`config.mk`:
```
export PLATFORM = sky130hd
export DESIGN_NAME = hamming_parity_enc
export DESIGN_NICKNAME = d
export VERILOG_FILES = /design/src/rtl/hpe_pkg.sv /design/src/rtl/hpe_check_gen.sv /design/src/rtl/hpe_overall.sv /design/src/rtl/hpe_out_reg.sv /design/src/rtl/hamming_parity_enc.sv
export SDC_FILE = /design/constraint.sdc
export NUM_CORES = 1
export LEC_CHECK = 0
export BUFFER_PORTS_ARGS = -buffer_cell sky130_fd_sc_hd__buf_2
export CELL_PAD_IN_SITES_DETAIL_PLACEMENT = 1
export CELL_PAD_IN_SITES_GLOBAL_PLACEMENT = 1
export CORE_MARGIN = 5
export CORE_UTILIZATION = 38
export DETAILED_ROUTE_END_ITERATION = 6
export PLACE_DENSITY_LB_ADDON = 0.1
export SETUP_SLACK_MARGIN = 0.2
export SLEW_MARGIN = 20
export SYNTH_ARGS = -nofsm -noshare
export SYNTH_HDL_FRONTEND = slang
export SYNTH_SLANG_ARGS = --single-unit
```
`constraint.sdc`:
```
create_clock -name clk_i -period 0.85 [get_ports clk_i]
set_input_delay 0.0425 -clock clk_i [delete_from_list [all_inputs] [get_ports clk_i]]
set_output_delay 0.0425 -clock clk_i [all_outputs]
set_load 0.1 [all_outputs]
```
`src/rtl/hpe_pkg.sv`:
```
package hpe_pkg;

  // smallest r with 2^r >= msg_w + r + 1, or 1 in single-parity mode
  function automatic int check_count(int msg_w, bit single);
    int r;
    if (single) return 1;
    r = 1;
    while ((1 << r) < msg_w + r + 1) r++;
    return r;
  endfunction

  // 1-based codeword position of data bit idx (powers of two skipped)
  function automatic int data_pos(int idx);
    int seen;
    seen = 0;
    for (int p = 3; p < 65536; p++) begin
      if ((p & (p - 1)) != 0) begin
        if (seen == idx) return p;
        seen++;
      end
    end
    return 0;
  endfunction

endpackage

```
`src/rtl/hpe_check_gen.sv`:
```
module hpe_check_gen #(
  parameter int MSG_W      = 30,
  parameter bit SINGLE_PAR = 1'b0,
  parameter int CHK_W      = hpe_pkg::check_count(MSG_W, SINGLE_PAR)
) (
  input  logic [MSG_W-1:0] data_i,
  output logic [CHK_W-1:0] chk_o
);

  if (SINGLE_PAR) begin : g_single
    assign chk_o = ^data_i;
  end else begin : g_hamming
    for (genvar i = 0; i < CHK_W; i++) begin : g_bit
      logic [MSG_W-1:0] sel;
      for (genvar j = 0; j < MSG_W; j++) begin : g_sel
        localparam int POS = hpe_pkg::data_pos(j);
        assign sel[j] = POS[i];
      end
      assign chk_o[i] = ^(data_i & sel);
    end
  end

  always_comb begin
    if (data_i == '0)
      a_r2_zero_msg : assert (chk_o == '0);
  end

endmodule

```
`src/rtl/hpe_overall.sv`:
```
module hpe_overall #(
  parameter int MSG_W = 30,
  parameter int CHK_W = 6
) (
  input  logic [MSG_W-1:0] data_i,
  input  logic [CHK_W-1:0] chk_i,
  output logic             ovl_o
);

  assign ovl_o = (^data_i) ^ (^chk_i);

endmodule

```
`src/rtl/hpe_out_reg.sv`:
```
module hpe_out_reg #(
  parameter int DW = 8
) (
  input  logic          clk_i,
  input  logic          rst_ni,
  input  logic          en_i,
  input  logic [DW-1:0] d_i,
  output logic [DW-1:0] q_o
);

  always_ff @(posedge clk_i or negedge rst_ni) begin
    if (!rst_ni)   q_o <= '0;
    else if (en_i) q_o <= d_i;
  end

  a_r5_hold : assert property (@(posedge clk_i) disable iff (!rst_ni)
    !en_i |=> $stable(q_o));

  a_r4_capture : assert property (@(posedge clk_i) disable iff (!rst_ni)
    en_i |=> q_o == $past(d_i));

  a_r6_reset_zero : assert property (@(posedge clk_i)
    !rst_ni |-> q_o == '0);

endmodule

```
`src/rtl/hamming_parity_enc.sv`:
```
module hamming_parity_enc #(
  parameter int MSG_W      = 30,
  parameter int EXTRA_PAR  = 0,
  parameter bit SINGLE_PAR = 1'b0,
  localparam int CHK_W     = hpe_pkg::check_count(MSG_W, SINGLE_PAR),
  localparam int PAR_W     = CHK_W + EXTRA_PAR
) (
  input  logic             clk_i,
  input  logic             rst_ni,
  input  logic             en_i,
  input  logic [MSG_W-1:0] data_i,
  output logic [MSG_W-1:0] data_o,
  output logic [PAR_W-1:0] parity_o
);

  logic [CHK_W-1:0] chk;
  logic [PAR_W-1:0] par_nxt;

  hpe_check_gen #(
    .MSG_W      (MSG_W),
    .SINGLE_PAR (SINGLE_PAR),
    .CHK_W      (CHK_W)
  ) u_chk (
    .data_i (data_i),
    .chk_o  (chk)
  );

  if (EXTRA_PAR != 0) begin : g_extra
    logic ovl;
    hpe_overall #(
      .MSG_W (MSG_W),
      .CHK_W (CHK_W)
    ) u_ovl (
      .data_i (data_i),
      .chk_i  (chk),
      .ovl_o  (ovl)
    );
    assign par_nxt = {ovl, chk};

    a_r7_even_total : assert property (@(posedge clk_i) disable iff (!rst_ni)
      (^{data_o, parity_o}) == 1'b0);
  end else begin : g_plain
    assign par_nxt = chk;
  end

  if (SINGLE_PAR) begin : g_single_chk
    a_r8_single_parity : assert property (@(posedge clk_i) disable iff (!rst_ni)
      parity_o[0] == ^data_o);
  end

  hpe_out_reg #(.DW(MSG_W)) u_data_reg (
    .clk_i  (clk_i),
    .rst_ni (rst_ni),
    .en_i   (en_i),
    .d_i    (data_i),
    .q_o    (data_o)
  );

  hpe_out_reg #(.DW(PAR_W)) u_par_reg (
    .clk_i  (clk_i),
    .rst_ni (rst_ni),
    .en_i   (en_i),
    .d_i    (par_nxt),
    .q_o    (parity_o)
  );

  a_r3_data_pass : assert property (@(posedge clk_i) disable iff (!rst_ni)
    en_i |=> data_o == $past(data_i));

endmodule

```
==> results.sh, run 1 <==
export IMPL_netlist_area_um2=1840
export IMPL_ys_seq_area_share_pct=49.1
export IMPL_row_count=25
export IMPL_first_error="[ERROR DPL-0033] detailed placement checks failed during check placement."
export IMPL_cts_buffer_depth=2
export IMPL_haltStage="clock tree synthesis"
export IMPL_synthMuxAreaShare_pct=21.1
export IMPL_die_h_um=79.5
export IMPL_post_dp_hpwl_um=5310
export IMPL_syn_inst=128
export IMPL_synthArstFlopShare_pct=100
export IMPL_synth_most_common_cell="dfrtp_1"
export IMPL_ys_warn_count=0
export IMPL_yosys_area_share_simple_pct=0.409
export IMPL_synth_compound_area_share_pct=0.545
export IMPL_ys_seq_elements=36
export IMPL_dp_cells=300
export IMPL_cts_root_buf="clkbuf_8"
export IMPL_syn_nets=161
export IMPL_h_tree_depth=2
export IMPL_synth_area_leaders="dfrtp_1 49%, mux2_2 20%, xnor2_1 17%"
export IMPL_yosysUniqueCellTypes=11
export IMPL_dieWidth_um=79.5
export IMPL_clock_sinks=36
export IMPL_post_cts_setup_buffers=15
export IMPL_synth_edf_count=0
export IMPL_pre_cts_ws_ns=-0.707
export IMPL_synth_ff_type="dfrtp_1"
export IMPL_yosysTopAreaCell="dfrtp_1"
export IMPL_ios=69
export IMPL_yosys_area_top_type_share_pct=49.1
export IMPL_io_buffers=68
export IMPL_gp_congestion=0.769
export IMPL_postCtsHoldBufs=1
export IMPL_synth_xor_area_share_pct=28.1
export IMPL_synth_top_family_by_area="XOR/XNOR gates"
export IMPL_initial_utilization_pct=39.1
export IMPL_numCtsBuffers=5
export IMPL_synth_area_per_cell_um2=14.3
export IMPL_synthAdderAreaFrac_pct=0
export IMPL_synthTopCellsByCount="36 x dfrtp_1, 35 x xnor2_1, 33 x mux2_2"
export IMPL_outcome="stopped before the end"
export IMPL_post_cts_resize_count=113
stage by stage:
step           setup TNS [ns]  area, µm²  hold WS, ns  utilization, %
2_1_floorplan           -6.75       2120       -0.253               -
3_5_place_dp            -3.50       3520       0.0263            75.1
3_3_place_gp            -2.88       3520       0.0172            75.1
cell families after synthesis:
group,Yosys count
muxes,34
buffers and inverters,4
and+or+nand+nor,2
DFF,36
xor gates and xnor gates,50
AOI/OAI and AO/OA,2
==> run 2: changes to the inputs <==
- CELL_PAD_IN_SITES_DETAIL_PLACEMENT: 1 -> not set
- CELL_PAD_IN_SITES_GLOBAL_PLACEMENT: 1 -> not set
- CORE_UTILIZATION: 38 -> 39
- PLACE_DENSITY_LB_ADDON: 0.1 -> 0.15
- SETUP_SLACK_MARGIN: 0.2 -> not set
==> run 2 against run 1 <==
The flow now finishes, with violations (negative setup slack); synthesized area unchanged; synthesized cell count unchanged.
==> results.sh, run 2 <==
export IMPL_worstSetupPathType="in2reg"
export IMPL_synth_most_common_cell="dfrtp_1"
export IMPL_final_setup_tns_ns=-10.81
export IMPL_cap_violations=0
export IMPL_ios=69
export IMPL_antenna_left=0
export IMPL_fp_dieArea_um2=6180
export IMPL_yosys_area_top_type_share_pct=49.1
export IMPL_post_route_period_util_pct=147
export IMPL_reg_largest_list="u_data_reg.q_o x30, u_par_reg.q_o x6"
export IMPL_final_cell_mix="51 x buf_6, 39 x buf_12, 31 x dfrtp_4"
export IMPL_place_area_um2=3460
export IMPL_grt_pass1_vias=1798
export IMPL_worstSkewPairLatency_ns=0.28
export IMPL_clock_sinks=36
export IMPL_swShare_pct=40.9
export IMPL_dp_cells=298
export IMPL_io_buffers=68
export IMPL_postLayoutCellArea_um2=4190
export IMPL_intPower_w=0.00596
export IMPL_synthArstFlopShare_pct=100
export IMPL_diodes=0
export IMPL_yosysTopAreaCell="dfrtp_1"
export IMPL_syn2layout_area_growth_pct=128
export IMPL_hold_violations=0
export IMPL_ys_seq_area_share_pct=49.1
export IMPL_layout_setup_ws_ns=-0.400
export IMPL_synth_area_leaders="dfrtp_1 49%, mux2_2 20%, xnor2_1 17%"
export IMPL_syn_nets=161
export IMPL_num_vias=1549
export IMPL_syn_inst=128
export IMPL_period_minus_slack_ns=1.25
export IMPL_drt_initial_drc_count=42
export IMPL_wirelength_um=6800
export IMPL_num_nets_final=292
export IMPL_combinationalPowerShare_pct=59.8
export IMPL_drc=0
export IMPL_initial_utilization_pct=39.4
export IMPL_skew_ns=0
export IMPL_cts_tree="yes"
export IMPL_numCtsBuffers=5
export IMPL_end_kind="flop"
export IMPL_coreArea_um2=4660
export IMPL_ys_warn_count=0
export IMPL_whs_ns=0.00872
export IMPL_via_per_inst=4.93
export IMPL_top_register="u_data_reg.q_o"
export IMPL_power_frac_seq_pct=23.4
export IMPL_drive_gt1_share_pct=89.6
export IMPL_p_clk_share_pct=16.8
export IMPL_setup_viol=70
export IMPL_synth_area_per_cell_um2=14.3
export IMPL_post_dp_hpwl_um=3910
export IMPL_outcome="complete, but fails checks"
export IMPL_reg2reg_depth=2
export IMPL_antenna_found_initial=0
export IMPL_die_h_um=78.6
export IMPL_grt_pass1_wl_um=9230
export IMPL_final_core_util_pct=89.9
export IMPL_synthTopCellsByCount="36 x dfrtp_1, 35 x xnor2_1, 33 x mux2_2"
export IMPL_grt_usage_pct=19.5
export IMPL_cp_start_kind="primary input"
export IMPL_cts_buffer_depth=2
export IMPL_ys_seq_elements=36
export IMPL_crit_required_ns=1.02
export IMPL_fillers=168
export IMPL_h_tree_depth=2
export IMPL_drt_first_pass_iters=4
export IMPL_path_max_fanout=3
export IMPL_rsz0062_at_grt="yes"
export IMPL_violations="negative setup slack"
export IMPL_gp_congestion=0.771
export IMPL_synth_ff_type="dfrtp_1"
export IMPL_p_leak_nw=1.88
export IMPL_vdd_drop_max_mv=1.44
export IMPL_row_count=25
export IMPL_gr_total_overflow=0
export IMPL_max_freq_ghz=0.800
export IMPL_grt_max_degree=37
export IMPL_holdPathStages=2
export IMPL_tightest_slew_ns=0.294
export IMPL_largest_reg_flops=30
export IMPL_cts_root_buf="clkbuf_8"
export IMPL_netlist_area_um2=1840
export IMPL_avgRoutedWirePerCell_um=21.7
export IMPL_power_density_nw_per_um2=2400
export IMPL_yosysUniqueCellTypes=11
export IMPL_synth_edf_count=0
export IMPL_final_common_cell="buf_6"
export IMPL_layout_cells_non_filler=314
export IMPL_dieWidth_um=78.6
export IMPL_clkTransAtPathRegs_ns=0.08
export IMPL_switching_power_w=0.00412
export IMPL_hold_path_class="in2reg"
export IMPL_arrival_ns=1.42
export IMPL_slew_violations=0
export IMPL_relSlewSlack_pct=80.2
-- run 2: cell counts after synthesis --
No cell type changed its count.
-- run 2: kinds of logic after synthesis --
| family | Yosys count | share of synthesized area, % |
|---|---|---|
| muxes | 34 | 21.1 |
| and+or+nand+nor | 2 | 0.409 |
| AOI/OAI and AO/OA | 2 | 0.545 |
| buffers and inverters | 4 | 0.818 |
| DFF | 36 | 49.1 |
| xor gates and xnor gates | 50 | 28.1 |
-- run 2: power by group through the flow --
stage / clock network (W) / logic [W] / registers [W]
final: 0.00169 / 0.00602 / 0.00236
after global routing: 0.00178 / 0.00622 / 0.00239
after CTS: 0.00167 / 0.00563 / 0.00232
after detailed placement: 0 / 0.00525 / 0.00231
after global placement: 0 / 0.00518 / 0.00229
after floorplan: 0 / 0.00106 / 0.00432
-- run 2: timing repair --
item,in CTS,in global routing
pin swaps,13,14
hold endpoints to repair,36,0
setup endpoints to repair,53,71
gates resized for setup,73,48
buffers inserted,2,6
hold buffers,1,0
-- run 2: critical path, cell delays in order --
cell and delay, ns:
buf_6 0.12, xnor2_2 0.14, xnor2_2 0.26, xnor3_1 0.40, xor2_1 0.18, mux2_4 0.27
-- run 2: stage by stage --
step / worst slack [ns] / power, W
2_1_floorplan: -0.419 / 0.00537
5_1_grt: -0.404 / 0.0104
3_5_place_dp: -0.676 / 0.00756
3_3_place_gp: -0.623 / 0.00747
6_report: -0.400 / 0.0101
4_1_cts: -0.336 / 0.00962
-- run 2: worst paths after layout --
path | start | endpoint | slack (ns)
max | data_i[16] | u_par_reg.q_o[4] | -0.40
min | data_i[20] | u_data_reg.q_o[20] | 0.009
max reg2reg | u_data_reg.q_o[2] | u_data_reg.q_o[2] | -0.14
min reg2reg | u_par_reg.q_o[0] | u_par_reg.q_o[0] | 0.54
max in group asynchronous | rst_ni | u_data_reg.q_o[19] | 0.39
min in group asynchronous | rst_ni | u_data_reg.q_o[20] | 0.25
-- run 2: layout make-up --
class | count | area (µm²) | area share, %
Sequential cell | 36 | 1020 | 24.4
Tap cell | 54 | 67.6 | 1.61
Multi-Input combinational cell | 88 | 1360 | 32.4
Clock inverter | 1 | 30.0 | 0.717
Clock buffer | 7 | 96.3 | 2.30
Timing Repair Buffer | 128 | 1620 | 38.5
-- run 2: metal layers --
metal | track usage, % | part of all wire [%] | wire [µm]
met3 | 4.70 | 4.5 | 309
met1 | 21.7 | 38 | 2580
met2 | 36.3 | 56 | 3780
met5 | 0 | 0 | 0
met4 | 5.77 | 1.9 | 131
(Power assumes the default switching activity.)
